File: config.mk
export PLATFORM = sky130hd
export DESIGN_NAME = acc_alu_dp
export DESIGN_NICKNAME = d
export VERILOG_FILES = /design/src/rtl/acc_alu_pkg.sv /design/src/rtl/acc_alu_busport.sv /design/src/rtl/acc_alu_prep.sv /design/src/rtl/acc_alu_core.sv /design/src/rtl/acc_alu_accreg.sv /design/src/rtl/acc_alu_dp.sv
export SDC_FILE = /design/constraint.sdc
export NUM_CORES = 1
export LEC_CHECK = 0
export ABC_AREA = 1
export ABC_CLOCK_PERIOD_IN_PS = 2100
export BUFFER_PORTS_ARGS = -buffer_cell sky130_fd_sc_hd__buf_2
export CAP_MARGIN = 20
export CELL_PAD_IN_SITES_DETAIL_PLACEMENT = 0
export CELL_PAD_IN_SITES_GLOBAL_PLACEMENT = 1
export CORE_MARGIN = 4
export CORE_UTILIZATION = 26
export CTS_CLUSTER_SIZE = 16
export DETAILED_ROUTE_END_ITERATION = 6
export HOLD_SLACK_MARGIN = 0.06
export PLACE_DENSITY = 0.73
export SLEW_MARGIN = 20
export SYNTH_ARGS = -nofsm -noshare
export SYNTH_HDL_FRONTEND = slang
export SYNTH_SLANG_ARGS = --single-unit
File: constraint.sdc
create_clock -name clk -period 2.1 [get_ports clk]
set_input_delay 0.105 -clock clk [delete_from_list [all_inputs] [get_ports clk]]
set_output_delay 0.105 -clock clk [all_outputs]
set_load 0.02 [all_outputs]
File: src/rtl/acc_alu_pkg.sv
// Shared types for the accumulator ALU datapath.
// Assumes: mode bit 0 = addition, 1 = bitwise logic.
package acc_alu_pkg;

    typedef enum logic {
        MODE_ARITH = 1'b0,
        MODE_LOGIC = 1'b1
    } alu_mode_e;

    typedef struct packed {
        logic      a_only_n;
        logic      invert_n;
        alu_mode_e mode;
    } alu_ctl_t;

endpackage

File: src/rtl/acc_alu_busport.sv
// Bus side of the datapath: picks the bus operand, drives the outgoing
// bus lines with an explicit enable and flags a double drive.
// Assumes only the accumulator and one external source share the bus.
module acc_alu_busport #(
    parameter int WIDTH = 4
) (
    input  logic [WIDTH-1:0] bus_in,
    input  logic [WIDTH-1:0] acc_q,
    input  logic             acc_to_bus,
    input  logic             ext_drive,
    output logic [WIDTH-1:0] opnd_a,
    output logic [WIDTH-1:0] bus_out,
    output logic             bus_oe,
    output logic             bus_conflict
);

    // Resolve what the bus carries and what leaves the block.
    always_comb begin
        if (acc_to_bus) begin
            opnd_a  = acc_q;
            bus_out = acc_q;
        end else begin
            opnd_a  = bus_in;
            bus_out = '0;
        end
        bus_oe       = acc_to_bus;
        bus_conflict = acc_to_bus & ext_drive;
    end

endmodule

File: src/rtl/acc_alu_prep.sv
// Operand conditioning: applies the invert and A-only controls and
// derives the carry-in. Assumes the core adds or ANDs what comes out.
module acc_alu_prep
    import acc_alu_pkg::*;
#(
    parameter int WIDTH = 4
) (
    input  alu_ctl_t         ctl,
    input  logic [WIDTH-1:0] opnd_a,
    input  logic [WIDTH-1:0] opnd_b,
    output logic [WIDTH-1:0] a_mod,
    output logic [WIDTH-1:0] b_mod,
    output logic             cin,
    output alu_mode_e        mode
);

    // Condition operands: B is neutral for the chosen mode when dropped.
    always_comb begin
        mode  = ctl.mode;
        a_mod = ctl.invert_n ? opnd_a : ~opnd_a;
        if (ctl.a_only_n)
            b_mod = opnd_b;
        else if (ctl.mode == MODE_LOGIC)
            b_mod = '1;
        else
            b_mod = '0;
        cin = (ctl.mode == MODE_ARITH) && !ctl.invert_n;
    end

endmodule

File: src/rtl/acc_alu_core.sv
// Result generation: ripple-carry adder and bitwise AND, selected by
// mode. The final carry is not formed, so sums wrap modulo 2**WIDTH.
module acc_alu_core
    import acc_alu_pkg::*;
#(
    parameter int WIDTH = 4
) (
    input  logic [WIDTH-1:0] a_mod,
    input  logic [WIDTH-1:0] b_mod,
    input  logic             cin,
    input  alu_mode_e        mode,
    output logic [WIDTH-1:0] y
);

    logic [WIDTH-1:0] carry;
    logic [WIDTH-1:0] sum;

    assign carry[0] = cin;

    for (genvar i = 0; i < WIDTH; i++) begin : g_bit
        assign sum[i] = a_mod[i] ^ b_mod[i] ^ carry[i];
        if (i < WIDTH - 1) begin : g_carry
            assign carry[i+1] = (a_mod[i] & b_mod[i]) |
                                (carry[i] & (a_mod[i] ^ b_mod[i]));
        end
    end

    // Pick adder or logic result.
    always_comb begin
        if (mode == MODE_LOGIC)
            y = a_mod & b_mod;
        else
            y = sum;
    end

endmodule

File: src/rtl/acc_alu_accreg.sv
// Accumulator register with load enable and synchronous active-low reset.
module acc_alu_accreg #(
    parameter int WIDTH = 4
) (
    input  logic             clk,
    input  logic             rst_n,
    input  logic             load,
    input  logic [WIDTH-1:0] d,
    output logic [WIDTH-1:0] q
);

    // Capture the result on load, hold otherwise.
    always_ff @(posedge clk) begin
        if (!rst_n)
            q <= '0;
        else if (load)
            q <= d;
    end

endmodule

File: src/rtl/acc_alu_dp.sv
// Top of the accumulator ALU datapath. Bus operand A, accumulator
// operand B, three orthogonal control lines, load strobe and a bus
// drive enable. Assumes all control inputs are synchronous to clk.
module acc_alu_dp
    import acc_alu_pkg::*;
#(
    parameter int WIDTH = 4
) (
    input  logic             clk,
    input  logic             rst_n,
    input  logic [WIDTH-1:0] bus_in,
    input  logic             ext_drive,
    input  logic             a_only_n,
    input  logic             invert_n,
    input  logic             logic_sel,
    input  logic             load_acc,
    input  logic             acc_to_bus,
    output logic [WIDTH-1:0] alu_y,
    output logic [WIDTH-1:0] acc_q,
    output logic [WIDTH-1:0] bus_out,
    output logic             bus_oe,
    output logic             bus_conflict
);

    alu_ctl_t         ctl;
    logic [WIDTH-1:0] opnd_a;
    logic [WIDTH-1:0] a_mod;
    logic [WIDTH-1:0] b_mod;
    logic             cin;
    alu_mode_e        mode;

    // Bundle the control lines.
    always_comb begin
        ctl.a_only_n = a_only_n;
        ctl.invert_n = invert_n;
        ctl.mode     = logic_sel ? MODE_LOGIC : MODE_ARITH;
    end

    acc_alu_busport #(.WIDTH(WIDTH)) u_bus (
        .bus_in      (bus_in),
        .acc_q       (acc_q),
        .acc_to_bus  (acc_to_bus),
        .ext_drive   (ext_drive),
        .opnd_a      (opnd_a),
        .bus_out     (bus_out),
        .bus_oe      (bus_oe),
        .bus_conflict(bus_conflict)
    );

    acc_alu_prep #(.WIDTH(WIDTH)) u_prep (
        .ctl   (ctl),
        .opnd_a(opnd_a),
        .opnd_b(acc_q),
        .a_mod (a_mod),
        .b_mod (b_mod),
        .cin   (cin),
        .mode  (mode)
    );

    acc_alu_core #(.WIDTH(WIDTH)) u_core (
        .a_mod(a_mod),
        .b_mod(b_mod),
        .cin  (cin),
        .mode (mode),
        .y    (alu_y)
    );

    acc_alu_accreg #(.WIDTH(WIDTH)) u_acc (
        .clk  (clk),
        .rst_n(rst_n),
        .load (load_acc),
        .d    (alu_y),
        .q    (acc_q)
    );

endmodule

**Word-level counts from Yosys, hierarchy flattened**

Cells that the tools add are included.

- Word-level logic and storage cells: 31
- Output and inout port bits: 14
- Input bits: 12
- Register bits: 4

- Reductions and logical operators: 2
- Muxes and demuxes: 7
- Bitwise logic cells: 21

Operators with widths:

| cell | count |
|---|---|
| 4-bit 2-to-1 mux | 6 |
| 1-bit XOR | 8 |
| 1-bit AND | 7 |
| 4-bit AND | 1 |
| 4-bit inverter | 1 |
| 1-bit bitwise OR | 3 |
| 1-bit logical AND | 1 |
| 1-bit logical NOT | 1 |
| 1-bit 2-to-1 mux | 1 |
| 1-bit inverter | 1 |

**Longest topological paths before layout**

Gate-level depths: netlist of run 1.

- Depth in word-level cells: 12
- Gate-level depth with buffers: 15
- Depth with buffers taken out: 14

**Modules after synthesis**

Synthesis of run 1 repeated with hierarchy kept, for this count alone.

- Cells, all modules: 101
- Area, all modules: 553.0 um^2

Modules (own cells, without submodules):

| module | cells each | seq. area each (um^2) | times used | area each (um^2) |
|---|---|---|---|---|
| acc_alu_core | 27 | 0.0 | 1 | 192.7 |
| acc_alu_accreg | 25 | 80.1 | 1 | 166.4 |
| acc_alu_prep | 29 | 0.0 | 1 | 115.1 |
| acc_alu_busport | 20 | 0.0 | 1 | 78.8 |

**Least setup slack after synthesis of run 1**

Ideal clock, no wire load.

- Path kind: reg2reg
- Start: reg u_acc.q[0]
- End: reg u_acc.q[2]
- Period minus slack after synthesis: 2.474 ns
- Path slack: -0.374 ns
- Arrival time: 2.358 ns
- Library setup time: 0.116 ns
- Required time: 1.984 ns
- Buffers on the path: 0
- Cell stages (with the launch flop): 13
- Cells stage by stage: dfxtp_1 -> nand2_1 -> o21ai_0 -> xor2_1 -> fa_1 -> inv_1 -> fa_1 -> inv_1 -> fa_1 -> nand2_1 -> nand2_1 -> o21ai_0 -> inv_1

- Longest elaborated chain between the ends: 10
- Elaborated cells on any way between the ends: 12
- Classes of those cells: mux: 4; bitwise: 8

Ends and longest elaborated chain:

| item | RTL line | source |
|---|---|---|
| start: declaration | acc_alu_accreg.sv:9 | `output logic [WIDTH-1:0] q` |
| start signal: assignment | acc_alu_accreg.sv:15 | `q <= '0;` |
| start signal: assignment | acc_alu_accreg.sv:17 | `q <= d;` |
| 4-bit 2-to-1 mux | acc_alu_busport.sv:19 | `if (acc_to_bus) begin` |
| 4-bit inverter | acc_alu_prep.sv:20 | `a_mod = ctl.invert_n ? opnd_a : ~opnd_a;` |
| 4-bit 2-to-1 mux | acc_alu_prep.sv:20 |  |
| 1-bit XOR | acc_alu_core.sv:24 | `(carry[i] & (a_mod[i] ^ b_mod[i]));` |
| 1-bit AND | acc_alu_core.sv:24 |  |
| 1-bit bitwise OR (*) | acc_alu_core.sv:23 | `assign carry[i+1] = (a_mod[i] & b_mod[i]) \|` |
| 1-bit AND (*) | acc_alu_core.sv:24 |  |
| 1-bit bitwise OR (*) | acc_alu_core.sv:23 |  |
| 1-bit XOR (*) | acc_alu_core.sv:21 | `assign sum[i] = a_mod[i] ^ b_mod[i] ^ carry[i];` |
| 4-bit 2-to-1 mux (*) | acc_alu_core.sv:30 | `if (mode == MODE_LOGIC)` |
| via alu_y[2] | acc_alu_dp.sv:18 | `output logic [WIDTH-1:0] alu_y,` |

Mark *: on every way through the listed nets, which the timed path passes. The rest lies on a longest branch.
A chain may end at the register's enable or synchronous reset.

**Final worst setup path of run 1**

- Start: reg u_acc.q[0]
- End: out alu_y[2]

- Longest elaborated chain between the ends: 10
- Elaborated cells on any way between the ends: 12
- Classes of those cells: mux: 4; bitwise: 8

Ends and longest elaborated chain:

| item | RTL line |
|---|---|
| 4-bit 2-to-1 mux | acc_alu_busport.sv:19 |
| 4-bit inverter | acc_alu_prep.sv:20 |
| 4-bit 2-to-1 mux | acc_alu_prep.sv:20 |
| 1-bit XOR | acc_alu_core.sv:24 |
| 1-bit AND | acc_alu_core.sv:24 |
| 1-bit bitwise OR (*) | acc_alu_core.sv:23 |
| 1-bit AND (*) | acc_alu_core.sv:24 |
| 1-bit bitwise OR (*) | acc_alu_core.sv:23 |
| 1-bit XOR (*) | acc_alu_core.sv:21 |
| 4-bit 2-to-1 mux (*) | acc_alu_core.sv:30 |
| end: declaration | acc_alu_dp.sv:18 |

Mark *: on every way between the ends. The rest lies on a longest branch, timed or not.

==> results.sh, run 1 <==
export IMPL_status="complete, but fails checks"
export IMPL_failed_checks="negative setup slack"
export IMPL_wl_per_cell_um=9.03
export IMPL_final_area_um2=876
export IMPL_first_iter_violations=10
export IMPL_cts_made_buffers=3
export IMPL_drv_cap=0
export IMPL_p_sw_share_pct=41.6
export IMPL_path_clk_slew_ps=40
export IMPL_synth_most_common_cell="inv_1"
export IMPL_period_needed_ps=2360
export IMPL_cts_htree_levels=1
export IMPL_clk_latency_ps=240
export IMPL_first_global_vias=559
export IMPL_antenna_cells=0
export IMPL_largest_reg_flops=4
export IMPL_overflow=0
export IMPL_hold_class="primary input to flip-flop"
export IMPL_synthArstFlopShare_pct=0
export IMPL_finalNonFillerCells=146
export IMPL_finalMaxSlewViolations=0
export IMPL_synth_seq_cells=4
export IMPL_clk_path_buf_depth=2
export IMPL_syn_to_final_growth_pct=62.0
export IMPL_p_int_uw=293
export IMPL_port_buffers=25
export IMPL_dieArea_um2=2870
export IMPL_finalHoldViolCount=0
export IMPL_final_core_util_pct=44.6
export IMPL_rows=16
export IMPL_yosysTopAreaCellShare_pct=17.4
export IMPL_clock_skew_ps=10.0
export IMPL_synthDistinctLibCells=17
export IMPL_finalSetupViolCount=5
export IMPL_total_power_uw=502
export IMPL_end_kind="primary output"
export IMPL_cts_tree="yes"
export IMPL_critPathMaxFanout=3
export IMPL_gp_congestion=0.797
export IMPL_synthesis_instances=82
export IMPL_setup_tns_ps=-715
export IMPL_place_ws_ps=-102
export IMPL_cp_start_kind="flip-flop"
export IMPL_combinationalPowerShare_pct=60.3
export IMPL_antenna_found_initial=0
export IMPL_vdd_drop_max_v=0.000285
export IMPL_path_class="flip-flop to primary output"
export IMPL_grt_setup_unrepaired="true"
export IMPL_viasPerCell=4.04
export IMPL_hpwl_mm=1.09
export IMPL_largest_register="u_acc.q"
export IMPL_initial_core_util_pct=27.6
export IMPL_hold_ws_ps=147
export IMPL_synth_avg_cell_area_um2=6.59
export IMPL_fmax_mhz=424
export IMPL_yosys_top_cells_count="inv_1, nand2_1, a21oi_1"
export IMPL_clockRootBuffer="clkbuf_4"
export IMPL_fillCellCount=223
export IMPL_ant_nets=0
export IMPL_clockPowerShare_pct=21.3
export IMPL_grt_pass1_wl_mm=2.14
export IMPL_grtUsageTotal_pct=10.2
export IMPL_ys_flop_type="dfxtp_1"
export IMPL_boundaryPins=26
export IMPL_die_y_um=53.6
export IMPL_p_switching_uw=208
export IMPL_postCtsHoldBufs=0
export IMPL_worstMarginPinSlew_ps=317
export IMPL_largest_registers="u_acc.q (4)"
export IMPL_power_density_nw_per_um2=573
export IMPL_setup_ws_ps=-261
export IMPL_drt_wl_total_mm=1.32
export IMPL_worstPathArrival_ps=2260
export IMPL_ys_warn_count=0
export IMPL_fp_coreArea_um2=1960
export IMPL_grt_max_degree=9
export IMPL_die_x_um=53.6
export IMPL_drive_gt1_share_pct=53.8
export IMPL_p_seq_share_pct=18.4
export IMPL_place_area_um2=736
export IMPL_yosys_top_cells_area="inv_1, dfxtp_1, fa_1, nand2_1, ha_1"
export IMPL_clock_sinks=4
export IMPL_first_pass_iters=3
export IMPL_fin_crit_sh_pct=112
export IMPL_synth_edf_count=0
export IMPL_drc=0
export IMPL_vias=590
export IMPL_yosysTopAreaCell="inv_1"
export IMPL_p_leak_nw=0.542
export IMPL_ys_seq_area_share_pct=14.8
export IMPL_required_ps=2000
export IMPL_dp_cells=137
export IMPL_syn_nets=101
export IMPL_synthesis_area_um2=541
export IMPL_nNetsFinal=139
export IMPL_relSlewSlack_pct=78.8
final timing paths:
path	from	to	slack [ps]	depth (start not counted)
setup / recovery	u_acc.q[0]$_SDFFE_PN0P_	alu_y[2]	-260	11
hold / removal	load_acc	u_acc.q[3]$_SDFFE_PN0P_	150	4
setup reg to reg	u_acc.q[0]$_SDFFE_PN0P_	u_acc.q[2]$_SDFFE_PN0P_	-160	13
hold reg to reg	u_acc.q[2]$_SDFFE_PN0P_	u_acc.q[2]$_SDFFE_PN0P_	590	4
power groups by stage:
| stage | registers (mW) | clock network (mW) | logic [mW] |
|---|---|---|---|
| 3_5_place_dp | 0.0926 | 0 | 0.232 |
| 2_1_floorplan | 0.101 | 0 | 0.152 |
| 6_report | 0.0921 | 0.107 | 0.303 |
| 3_3_place_gp | 0.0926 | 0 | 0.227 |
| 4_1_cts | 0.0913 | 0.112 | 0.296 |
| 5_1_grt | 0.0930 | 0.123 | 0.337 |
cell type report:
type	count	area [um^2]	area share [%]
timing repair buffer	36	230	26.3
sequential	4	83.8	9.57
multi-input combinational	48	400	45.7
tap	27	33.8	3.86
inverter	27	101	11.6
clock buffer	4	26.3	3.00
worst max-delay path, stage by stage (launching register included):
cell     delay, ps
dfxtp_4        350
nand2_4         70
o21ai_4         60
xor2_2         150
fa_2           340
inv_2           60
fa_2           180
inv_2           40
fa_2           530
nand2_2         50
nand2_2         70
buf_6          120
repair_timing:
| item | in CTS | in global routing |
|---|---|---|
| resized for setup | 16 | 8 |
| buffers inserted | 4 | 3 |
| endpoints found under the setup margin | 5 | 5 |
| gates cloned | 0 | 0 |
| pin swaps | 3 | 3 |
layout by cell type, fill, tap and decap left out:
cell type  instances
a21oi_1            7
a21oi_2            1
buf_2             22
buf_4             10
buf_6              4
clkbuf_1           1
clkbuf_4           3
dfxtp_1            3
dfxtp_4            1
fa_2               3
ha_1               4
inv_1             22
inv_2              5
nand2_1           10
nand2_2            5
nand2_4            2
nand3_2            2
nor2_1             2
o21ai_0            4
o21ai_2            2
o21ai_4            2
xor2_1             2
xor2_2             2
cells by family (layout without fill, tap and decap cells):
kind of cell	Yosys count	in the layout	share of synthesized area, %
buffers and inverters	30	67	23.6
AND/OR/NAND/NOR	21	21	16.4
AO/OA/AOI/OAI	16	16	16.9
adder cells (fa/ha/maj)	7	7	20.4
XOR/XNOR	4	4	7.87
flip-flops	4	4	14.8
routing by layer:
metal	vias up	routed length, um	track usage [%]
li1	310	-	-
met1	263	546	11.4
met2	17	666	17.8
met3	0	106	6.09
met4	0	0	0
met5	-	0	0
No activity file was read; power rests on OpenSTA's default activity.
==> inputs of run 2 (changes only) <==
- CELL_PAD_IN_SITES_DETAIL_PLACEMENT: 0 -> 1
- CORE_UTILIZATION: 26 -> 25
- SYNTH_HIERARCHICAL: not set -> 1
==> results.sh, run 2 <==
export IMPL_vias=759
export IMPL_drc=0
export IMPL_worstPathArrival_ps=2300
export IMPL_synth_simple_area_share_pct=44.3
export IMPL_yosysTopAreaCell="nand2_1"
export IMPL_r2r_end="u_acc/q[2]$_SDFFE_PN0P_"
export IMPL_synth_edf_count=0
export IMPL_worst_path_largest_cell_delay_ps=540
export IMPL_grt_max_degree=9
export IMPL_p_switching_uw=192
export IMPL_grt_pass1_wl_mm=3.20
export IMPL_grt_setup_unrepaired="true"
export IMPL_period_needed_ps=2400
export IMPL_relSlewSlack_pct=88.3
export IMPL_cp_startpoint="u_acc/q[0]$_SDFFE_PN0P_"
export IMPL_synth_compound_area_share_pct=0.905
export IMPL_p_sw_share_pct=40.1
export IMPL_synth_xor_area_share_pct=0
export IMPL_end_kind="primary output"
export IMPL_first_iter_violations=0
export IMPL_vdd_drop_max_v=0.000325
export IMPL_ant_nets=0
export IMPL_setup_tns_ps=-1440
export IMPL_finalMaxSlewViolations=0
export IMPL_first_global_vias=813
export IMPL_clk_path_buf_depth=2
export IMPL_final_common_cell="nand2_1"
export IMPL_overflow=0
export IMPL_antenna_found_initial=0
export IMPL_gp_congestion=0.711
export IMPL_cpMostUsedCell="nand2_2"
export IMPL_cp_endpoint="alu_y[2]"
export IMPL_rows=16
export IMPL_synthesis_instances=101
export IMPL_clk_latency_ps=230
export IMPL_r2r_setup_slack_ps=-210
export IMPL_ys_warn_count=6
export IMPL_setup_ws_ps=-301
export IMPL_worstMarginPinSlew_ps=175
export IMPL_clockPowerShare_pct=21.7
export IMPL_largest_register="u_acc/q"
export IMPL_synth_avg_cell_area_um2=5.48
export IMPL_ys_seq_area_share_pct=14.5
export IMPL_hpwl_mm=1.43
export IMPL_whs_path_depth=3
export IMPL_syn_nets=120
export IMPL_fillCellCount=298
export IMPL_failed_checks="negative setup slack"
export IMPL_clock_skew_ps=3.68
export IMPL_cts_htree_levels=1
export IMPL_slowest_stage="fa_2"
export IMPL_critPathMaxFanout=3
export IMPL_synth_top_family_by_area="simple AND/OR/NAND/NOR gates"
export IMPL_yosys_top_cells_count="nand2_1, inv_1, nor2_1"
export IMPL_fmax_mhz=417
export IMPL_r2r_start="u_acc/q[0]$_SDFFE_PN0P_"
export IMPL_drive_gt1_share_pct=49.0
export IMPL_reg2regPathDepth=17
export IMPL_yosysTopAreaCellShare_pct=35.3
export IMPL_synthDistinctLibCells=12
export IMPL_port_buffers=25
export IMPL_boundaryPins=26
export IMPL_synthMuxAreaShare_pct=0
export IMPL_final_cell_mix="nand2_1, buf_4, buf_2"
export IMPL_clockRootBuffer="clkbuf_4"
export IMPL_dieArea_um2=3030
export IMPL_p_int_uw=287
export IMPL_largest_reg_flops=4
export IMPL_postCtsHoldBufs=0
export IMPL_yosys_top_cells_area="nand2_1, dfxtp_1, inv_1, fa_1, ha_1"
export IMPL_drv_cap=0
export IMPL_fp_coreArea_um2=2020
export IMPL_initial_core_util_pct=27.4
export IMPL_p_seq_share_pct=18.8
export IMPL_hold_class="primary input to flip-flop"
export IMPL_cp_start_kind="flip-flop"
export IMPL_fin_crit_sh_pct=114
export IMPL_die_x_um=55.0
export IMPL_syn_to_final_growth_pct=75.1
export IMPL_synthesis_area_um2=553
export IMPL_path_class="flip-flop to primary output"
export IMPL_finalSetupViolCount=8
export IMPL_drt_wl_total_mm=2.01
export IMPL_largest_registers="u_acc/q (4)"
export IMPL_place_ws_ps=-169
export IMPL_combinationalPowerShare_pct=59.5
export IMPL_antenna_cells=0
export IMPL_status="complete, but fails checks"
export IMPL_cts_made_buffers=3
export IMPL_grtUsageTotal_pct=14.7
export IMPL_final_area_um2=968
export IMPL_clock_sinks=4
export IMPL_wl_per_cell_um=11.2
export IMPL_power_density_nw_per_um2=494
export IMPL_synth_fa_ha_area_share_pct=19.9
export IMPL_viasPerCell=4.22
export IMPL_p_leak_nw=0.627
export IMPL_cts_tree="yes"
export IMPL_synth_most_common_cell="nand2_1"
export IMPL_required_ps=2000
export IMPL_place_area_um2=759
export IMPL_die_y_um=55.0
export IMPL_finalHoldViolCount=0
export IMPL_path_clk_slew_ps=40
export IMPL_nNetsFinal=173
export IMPL_total_power_uw=479
export IMPL_synthArstFlopShare_pct=0
export IMPL_ys_flop_type="dfxtp_1"
export IMPL_path_cells="nand2_2 > nand2_2 > inv_2 > nand2_2 > nand2_2 > inv_2 > fa_2 > inv_2 > fa_2 > fa_2 > nand2_2 > nand2_2 > buf_6"
export IMPL_synth_seq_cells=4
export IMPL_first_pass_iters=1
-- run 2: cell count changes in the layout (fill, tap and decap cells not counted), sizes merged --
cell / change
xor2: -4
nor2: +7
inv: -4
buf: +15
o21ai: -7
nand2: +36
a21oi: -8
nand3: -1
-- run 2: cell type report --
type                       instances  area, um^2  share of cell area (%)
tap                               27        33.8                    3.49
sequential                         4        83.8                    8.66
multi-input combinational         71         393                    40.6
clock buffer                       4        26.3                    2.71
inverter                          23        86.3                    8.91
timing repair buffer              51         345                    35.7
-- run 2: metrics by stage --
| stage | util (%) | std cells | hold slack, ps |
|---|---|---|---|
| detailed placement | 37.6 | 157 | 375 |
| global placement | 37.6 | 157 | 367 |
| global route | 47.9 | 180 | 118 |
| finish | 47.9 | 180 | 121 |
| CTS | 47.4 | 179 | 119 |
| floorplan | - | 101 | 216 |
-- run 2: power by group through the flow --
stage / clock network, mW / registers, mW / logic [mW]
4_1_cts: 0.111 / 0.0899 / 0.278
3_5_place_dp: 0 / 0.0914 / 0.219
6_report: 0.104 / 0.0899 / 0.285
3_3_place_gp: 0 / 0.0911 / 0.211
5_1_grt: 0.123 / 0.0909 / 0.316
2_1_floorplan: 0 / 0.0989 / 0.134
-- run 2: worst min path at each step --
stage                from                      end  slack, ps
floorplan           rst_n  u_acc/q[0]$_SDFFE_PN0P_        220
global placement    rst_n  u_acc/q[0]$_SDFFE_PN0P_        370
detailed placement  rst_n  u_acc/q[0]$_SDFFE_PN0P_        370
CTS                 rst_n  u_acc/q[0]$_SDFFE_PN0P_        120
global route        rst_n  u_acc/q[0]$_SDFFE_PN0P_        120
finish              rst_n  u_acc/q[0]$_SDFFE_PN0P_        120
-- run 2: what timing repair did --
action                                  4_1_cts  5_1_grt
resized for setup                            16        1
endpoints found under the setup margin        5        9
buffers inserted                             18        1
pin swaps                                     8        4
gates cloned                                  0        0
-- run 2: metal layers --
layer	vias to the layer above	GRT usage, %	wire length (um)	share of wire, %
met5	-	0	0	0
li1	388	-	-	-
met2	9	30.5	1180	58
met3	0	1.07	36	1.8
met4	0	6.07	0	0
met1	362	14.6	801	40
-- run 2: cell families after synthesis --
kind of cell,Yosys count
adder cells (fa/ha/maj),7
flip-flops,4
buffers and inverters,26
AND/OR/NAND/NOR,63
AO/OA/AOI/OAI,1
-- run 2: worst max-delay path, delay by kind of cell (launching register included) --
family | cells | cell delay, ps
flops | 1 | 360
fa+ha+maj | 3 | 1050
simple gates | 6 | 400
buf+inv | 4 | 250
==> inputs of run 3 (changes only) <==
- ABC_CLOCK_PERIOD_IN_PS: 2100 -> 2700
- CORE_UTILIZATION: 25 -> 28
- PLACE_DENSITY: 0.73 -> 0.77
- clock period: 2.1 -> 2.7 ns (I/O delays scaled with it)
==> results.sh, run 3 (same netlist as run 2, synthesis figures left out) <==
export IMPL_antenna_cells=0
export IMPL_hold_ws_ps=158
export IMPL_wl_per_cell_um=10.2
export IMPL_r2r_setup_slack_ps=420
export IMPL_die_y_um=52.4
export IMPL_hpwl_mm=1.38
export IMPL_fillCellCount=280
export IMPL_drv_cap=0
export IMPL_cts_made_buffers=3
export IMPL_clockRootBuffer="clkbuf_4"
export IMPL_gp_congestion=0.716
export IMPL_first_iter_violations=3
export IMPL_finalSetupViolCount=0
export IMPL_relSlewSlack_pct=85.8
export IMPL_end_kind="primary output"
export IMPL_worstPathArrival_ps=2360
export IMPL_power_density_nw_per_um2=411
export IMPL_die_x_um=52.4
export IMPL_cp_startpoint="u_acc/q[0]$_SDFFE_PN0P_"
export IMPL_first_pass_iters=3
export IMPL_vdd_drop_max_v=0.000294
export IMPL_finalMaxSlewViolations=0
export IMPL_largest_reg_flops=4
export IMPL_r2r_end="u_acc/q[3]$_SDFFE_PN0P_"
export IMPL_clock_sinks=4
export IMPL_final_common_cell="nand2_1"
export IMPL_largest_registers="u_acc/q (4)"
export IMPL_clock_skew_ps=2.82
export IMPL_status="finished, final reports clean"
export IMPL_dieArea_um2=2750
export IMPL_rows=15
export IMPL_ant_nets=0
export IMPL_fin_crit_sh_pct=92.3
export IMPL_postCtsSetupBuffers=0
export IMPL_final_core_util_pct=39.4
export IMPL_drt_wl_total_mm=1.54
export IMPL_critPathMaxFanout=4
export IMPL_grtUsageTotal_pct=12.7
export IMPL_cts_htree_levels=1
export IMPL_register_area_um2=81.3
export IMPL_final_cell_mix="nand2_1, buf_2, inv_1"
export IMPL_p_leak_nw=0.508
export IMPL_r2r_start="u_acc/q[0]$_SDFFE_PN0P_"
export IMPL_setup_ws_ps=209
export IMPL_vias=632
export IMPL_period_needed_ps=2490
export IMPL_path_clk_slew_ps=40
export IMPL_hold_class="primary input to flip-flop"
export IMPL_syn_to_final_growth_pct=28.3
export IMPL_clk_latency_ps=230
export IMPL_grt_setup_unrepaired="true"
export IMPL_drive_gt1_share_pct=27.0
export IMPL_port_buffers=25
export IMPL_initial_core_util_pct=30.7
export IMPL_finalHoldViolCount=0
export IMPL_largest_register="u_acc/q"
export IMPL_place_ws_ps=378
export IMPL_cp_endpoint="alu_y[3]"
export IMPL_overflow=0
export IMPL_cp_start_kind="flip-flop"
export IMPL_fmax_mhz=401
export IMPL_reg2regPathDepth=18
export IMPL_clk_path_buf_depth=2
export IMPL_fp_coreArea_um2=1800
export IMPL_cts_tree="yes"
export IMPL_nNetsFinal=147
export IMPL_grt_max_degree=9
export IMPL_drc=0
export IMPL_first_global_vias=663
export IMPL_worstMarginPinSlew_ps=211
export IMPL_path_class="flip-flop to primary output"
export IMPL_required_ps=2570
export IMPL_boundaryPins=26
export IMPL_grt_pass1_wl_mm=2.68
export IMPL_multiInputGateArea_um2=360
export IMPL_viasPerCell=4.19
export IMPL_antenna_found_initial=0
[run 3: changes by cell type in the layout (fill, tap and decap cells not counted), sizes merged]
cell,delta
buf,-26
clkbuf,-1
[run 3: area by class of cell]
class | count | share of cell area [%]
inverters | 23 | 12.2
multi-input cells | 71 | 50.8
repair buffers | 25 | 18.0
well taps | 25 | 4.41
clock buffers | 3 | 3.17
flip-flops and latches | 4 | 11.5
[run 3: what timing repair did]
| item | CTS | global route |
|---|---|---|
| setup endpoints to repair | 0 | 2 |
| hold buffers | 0 | 0 |
| gates resized for setup | 0 | 2 |
[run 3: metrics by stage]
step / power, mW / instance area, um^2 / std cells / TNS [ps]
final: 0.291 / 709 / 151 / 0
after floorplan: 0.174 / 553 / 101 / 0
after detailed placement: 0.224 / 683 / 148 / 0
after CTS: 0.296 / 706 / 151 / 0
after global routing: 0.325 / 709 / 151 / -7.14
after global placement: 0.218 / 683 / 148 / 0
[run 3: where the power goes]
group / switching [mW] / leakage (nW) / internal [mW]
Sequential: 0.00574 / 0.0335 / 0.0652
Combinational: 0.0981 / 0.460 / 0.0527
Clock: 0.0203 / 0.0138 / 0.0494
Total: 0.124 / 0.508 / 0.167
[run 3: worst min path at each step]
stage	from	end	slack [ps]	cells after the start
global route	rst_n	u_acc/q[0]$_SDFFE_PN0P_	160	3
global placement	rst_n	u_acc/q[1]$_SDFFE_PN0P_	400	3
CTS	rst_n	u_acc/q[0]$_SDFFE_PN0P_	160	3
finish	rst_n	u_acc/q[0]$_SDFFE_PN0P_	160	3
floorplan	rst_n	u_acc/q[0]$_SDFFE_PN0P_	260	2
detailed placement	rst_n	u_acc/q[0]$_SDFFE_PN0P_	400	3
[run 3: layer usage]
metal  track usage, %  up-vias  wire length (um)
li1                 -      336                 -
met1             14.0      287               674
met2             25.0        9               818
met3             2.85        0                44
met4             1.28        0                 0
met5                0        -                 0
[run 3: worst max-delay path, cell delays in order (launching register included)]
cell and delay (ps):
dfxtp_2 340, nand2_1 80, nand2_1 90, inv_1 40, nand2_1 50, nand2_1 60, inv_1 80, fa_1 170
inv_1 50, fa_1 370, fa_1 390, inv_1 70, nand2_1 50, nand3_2 50, nand2_1 70, buf_4 160
